==> src/rtl/sswr_pkg.sv <==
package sswr_pkg;
  typedef enum logic [1:0] {
    REQ_NONE = 2'd0,
    REQ_ON   = 2'd1,
    REQ_OFF  = 2'd2
  } sw_req_t;
endpackage

==> src/rtl/sswr_edge_det.sv <==
module sswr_edge_det #(
  parameter logic RST_LEVEL = 1'b0
) (
  input  logic clk,
  input  logic rst,
  input  logic cmd,
  output logic fall
);
  logic cmd_q;

  always_ff @(posedge clk) begin
    if (rst) cmd_q <= RST_LEVEL;
    else     cmd_q <= cmd;
  end

  assign fall = cmd_q & ~cmd;

  AST_FALL_SINGLE: assert property (@(posedge clk) disable iff (rst)
    (fall && !cmd) |=> !fall);
endmodule

==> src/rtl/sswr_req_track.sv <==
module sswr_req_track
  import sswr_pkg::*;
(
  input  logic    clk,
  input  logic    rst,
  input  logic    op_mode,
  input  logic    above_on,
  input  logic    below_off,
  input  logic    apply,
  output sw_req_t req_eff,
  output sw_req_t req_q
);
  always_comb begin
    if (above_on)       req_eff = REQ_ON;
    else if (below_off) req_eff = REQ_OFF;
    else                req_eff = req_q;
  end

  always_ff @(posedge clk) begin
    if (rst)           req_q <= REQ_NONE;
    else if (!op_mode) req_q <= REQ_NONE;
    else if (apply)    req_q <= REQ_NONE;
    else               req_q <= req_eff;
  end

  AST_REQ_CLEARED: assert property (@(posedge clk) disable iff (rst)
    (apply || !op_mode) |=> (req_q == REQ_NONE));
endmodule

==> src/rtl/sswr_switch_ctl.sv <==
module sswr_switch_ctl
  import sswr_pkg::*;
#(
  parameter logic SW_RST = 1'b0
) (
  input  logic    clk,
  input  logic    rst,
  input  logic    op_mode,
  input  logic    over_max,
  input  logic    fall,
  input  sw_req_t req_eff,
  output logic    sw_q
);
  always_ff @(posedge clk) begin
    if (rst)                sw_q <= SW_RST;
    else if (!op_mode)      sw_q <= 1'b0;
    else if (over_max)      sw_q <= 1'b1;
    else if (fall) begin
      if (req_eff == REQ_ON)       sw_q <= 1'b1;
      else if (req_eff == REQ_OFF) sw_q <= 1'b0;
    end
  end

  AST_IDLE_OFF: assert property (@(posedge clk) disable iff (rst)
    !op_mode |=> !sw_q);
  AST_MAX_FORCE: assert property (@(posedge clk) disable iff (rst)
    (op_mode && over_max) |=> sw_q);
  AST_EDGE_ONLY: assert property (@(posedge clk) disable iff (rst)
    (op_mode && !over_max && !fall) |=> $stable(sw_q));
  AST_BAND_HOLD: assert property (@(posedge clk) disable iff (rst)
    (op_mode && !over_max && req_eff == REQ_NONE) |=> $stable(sw_q));
endmodule

==> src/rtl/supply_sw_reg.sv <==
module supply_sw_reg
  import sswr_pkg::*;
(
  input  logic clk,
  input  logic rst,
  input  logic op_mode,
  input  logic vcc_over_max,
  input  logic vcc_above_on,
  input  logic vcc_below_off,
  input  logic ls_cmd,
  output logic sw_on
);
  logic    fall;
  sw_req_t req_eff;
  sw_req_t req_q;

  sswr_edge_det #(.RST_LEVEL(1'b0)) u_edge (
    .clk  (clk),
    .rst  (rst),
    .cmd  (ls_cmd),
    .fall (fall)
  );

  sswr_req_track u_req (
    .clk       (clk),
    .rst       (rst),
    .op_mode   (op_mode),
    .above_on  (vcc_above_on),
    .below_off (vcc_below_off),
    .apply     (fall),
    .req_eff   (req_eff),
    .req_q     (req_q)
  );

  sswr_switch_ctl #(.SW_RST(1'b0)) u_sw (
    .clk      (clk),
    .rst      (rst),
    .op_mode  (op_mode),
    .over_max (vcc_over_max),
    .fall     (fall),
    .req_eff  (req_eff),
    .sw_q     (sw_on)
  );

  AST_RST_STATE: assert property (@(posedge clk)
    rst |=> (!sw_on && req_q == REQ_NONE));
endmodule

==> config.mk <==
export PLATFORM = sky130hd
export DESIGN_NAME = supply_sw_reg
export DESIGN_NICKNAME = d
export VERILOG_FILES = /design/src/rtl/sswr_pkg.sv /design/src/rtl/sswr_edge_det.sv /design/src/rtl/sswr_req_track.sv /design/src/rtl/sswr_switch_ctl.sv /design/src/rtl/supply_sw_reg.sv
export SDC_FILE = /design/constraint.sdc
export NUM_CORES = 1
export LEC_CHECK = 0
export BUFFER_PORTS_ARGS = -buffer_cell sky130_fd_sc_hd__buf_2
export CAP_MARGIN = 25
export CORE_AREA = 2 2 39 41
export CTS_BUF_LIST = sky130_fd_sc_hd__clkbuf_4
export CTS_CLUSTER_SIZE = 30
export DETAILED_ROUTE_END_ITERATION = 7
export DIE_AREA = 0 0 41 43
export MAX_ROUTING_LAYER = met4
export PLACE_DENSITY = 0.38
export SLEW_MARGIN = 10
export SYNTH_ARGS = -nofsm -noshare
export SYNTH_HDL_FRONTEND = slang
export SYNTH_SLANG_ARGS = --single-unit
==> constraint.sdc <==
create_clock -name clk -period 1.8 [get_ports clk]
set_input_delay 0.36 -clock clk [delete_from_list [all_inputs] [get_ports clk]]
set_output_delay 0.36 -clock clk [all_outputs]
set_load 0.05 [all_outputs]
==> metrics.cfg <==
[worst_setup_path]
arrival_ns=0.82
r2r_slack_ns=0.87
crit_path_top_delay_cell=dfxtp_1
crit_fanout=2
cp_num_buf_inv=1
required_ns=1.44
slowest_delay_ns=0.32
cp-start-kind=flip-flop
r2r-start=u_edge.cmd_q
r2r_cells=3
crit_type=flip-flop to output pin
r2r_end=u_sw.sw_q
cp_top_family=flip-flops
crit_path_cell_trace=buf_2
crit_start=u_sw.sw_q
end_kind=output pin

[power]
ir_drop_mv=0.292
cellLeakagePower_nw=0.109
powerDensity_nw_per_um2=880

[place]
gp_congestion=0.675
io_buffer_count=7
dpl-instance-area_um2=244
hpwl_um=300
place_ws_ns=0.755

[synthesis]
synth.top_cell.area_share=0.424
ys.flop_type=dfxtp_1
async_reset_ff_frac=0
syn_inst=20
synth_common_cells=dfxtp_1 (4), nand2b_1 (3), inv_1 (2), nor3_1 (2)
syn_area_per_cell_um2=9.45
synthesis.nets=27
synth_area_leaders=dfxtp_1 (42%), nand2b_1 (9.9%), a221oi_2 (7.9%), nor2b_4 (7.3%), nand3_2 (5.3%)
syn_area_um2=189
yosys.cell_types.count=13
synth_edf_count=0
ys_seq_area_frac=0.424
yosysWarnings=0
synth-seq-cells=4
synth_area_leader_cell=dfxtp_1
synth_most_common_cell=dfxtp_1

[drt]
wirelength_um=354
viasPerCell=3.74
first_iter_violations=1
drc=0
wl_met1_um=159
wire_per_inst_um=7.70
wl_met3_um=56
ant_nets=0
wl_met2_um=138
num_vias=172
first_pass_iters=2
top_layer_used=met3

[grt]
grt_pass1_wl_um=614
antenna_found_initial=0
grt_overflow=0
grt_max_degree=5
grtUsageTotal=0.0617
grt_pass1_vias=155

[final_layout]
final_layout_size_suffix_gt1_frac=0.467
fin_area_um2=267
fill_cells=161
area.sequential_um2=80.1
finalNetCount=39
area_delta_synth_final_pct=41.1
multiInputGateArea_um2=101
fin_util=0.193
antenna_cells=0

[clock_tree]
cts_buffer_depth=2
path_clk_slew_ns=0.04
tritoncts=built
htreeDepth=1
clkLatencyLatePin_ns=0.23
ctsHoldBuffers=0
cts-root-buf=clkbuf_4
cts_resized=0
cts_buffers=3
cts_setup_buffers=0
cts.sinks=4

[sta]
rsz0062_at_grt=false
fmax_ghz=0.848
fin_crit_ns=1.18
setup_slack_ns=0.620
fin_tns_setup_ns=0
slew_headroom=0.829
fin_skew_ns=0.00215
whs_ns=0.290
hold_viol=0
period_share=0.655
setup_viol=0
slew_viol_final=0
tightest_slew_ns=0.255

[worst_hold_path]
hold_end=u_edge.cmd_q
min_path_cells=2
worstHoldPathType=input pin to flip-flop
hold_start=rst

[floorplan]
ios=8
fp.dieH_um=43
die_area_um2=1760
rows=14
fp.dieW_um=41
start_util=0.137
core-area_um2=1380

[run_status]
status=finished clean

[flow_run]
cap_violations=0

==> routing by layer <==
metal | global-route usage | up-vias
met5 | - | -
met4 | 0.0400 | 0
met3 | 0.0785 | 0
met2 | 0.0531 | 9
met1 | 0.0705 | 74
li1 | - | 89
==> kinds of logic (layout without fill, tap and decap cells) <==
logic type,count (synthesis),in the layout,synth area share
buffers and inverters,2,12,0.0397
AO/OA/AOI/OAI,4,4,0.172
AND/OR/NAND/NOR,10,10,0.364
flip-flops,4,4,0.424
==> cell usage in the layout, fill, tap and decap left out, drive strengths merged <==
| cell | count |
|---|---|
| inv | 2 |
| nor2b | 2 |
| o21ai | 1 |
| dfxtp | 4 |
| a221oi | 1 |
| clkbuf | 3 |
| nand3 | 1 |
| buf | 7 |
| nor2 | 2 |
| a211oi | 1 |
| nand2b | 3 |
| a21oi | 1 |
| nor3 | 2 |
==> worst max path at each step <==
stage / depth (start not counted) / slack [ns] / end
floorplan: 2 / 0.76 / u_sw.sw_q
global placement: 4 / 0.78 / u_sw.sw_q
detailed placement: 4 / 0.76 / u_sw.sw_q
CTS: 1 / 0.61 / sw_on
global route: 1 / 0.58 / sw_on
finish: 1 / 0.62 / sw_on
==> state kept, by name (all words and copies together) (netlist names) <==
signal,flops
u_edge.cmd_q,1
u_sw.sw_q,1
u_req.req_q,2
==> where the power goes <==
part	switching, mW	leakage (nW)	internal, mW	total [mW]
sequential	0.00235	0.0329	0.0932	0.0956
combinational	0.0157	0.0621	0.0130	0.0287
clock	0.0357	0.0138	0.0745	0.110
total	0.0538	0.109	0.181	0.234
==> layout make-up <==
class / instances / area share
flip-flops and latches: 4 / 0.300
clock buffers: 3 / 0.0845
inverters: 2 / 0.0282
repair buffers: 7 / 0.131
well taps: 16 / 0.0751
multi-input cells: 14 / 0.380
==> through the flow <==
step	total power [mW]	instances
3_5_place_dp	0.126	43
2_1_floorplan	0.114	20
3_3_place_gp	0.126	43
6_report	0.234	46
5_1_grt	0.257	46
4_1_cts	0.241	46
(Power assumes the default switching activity.)
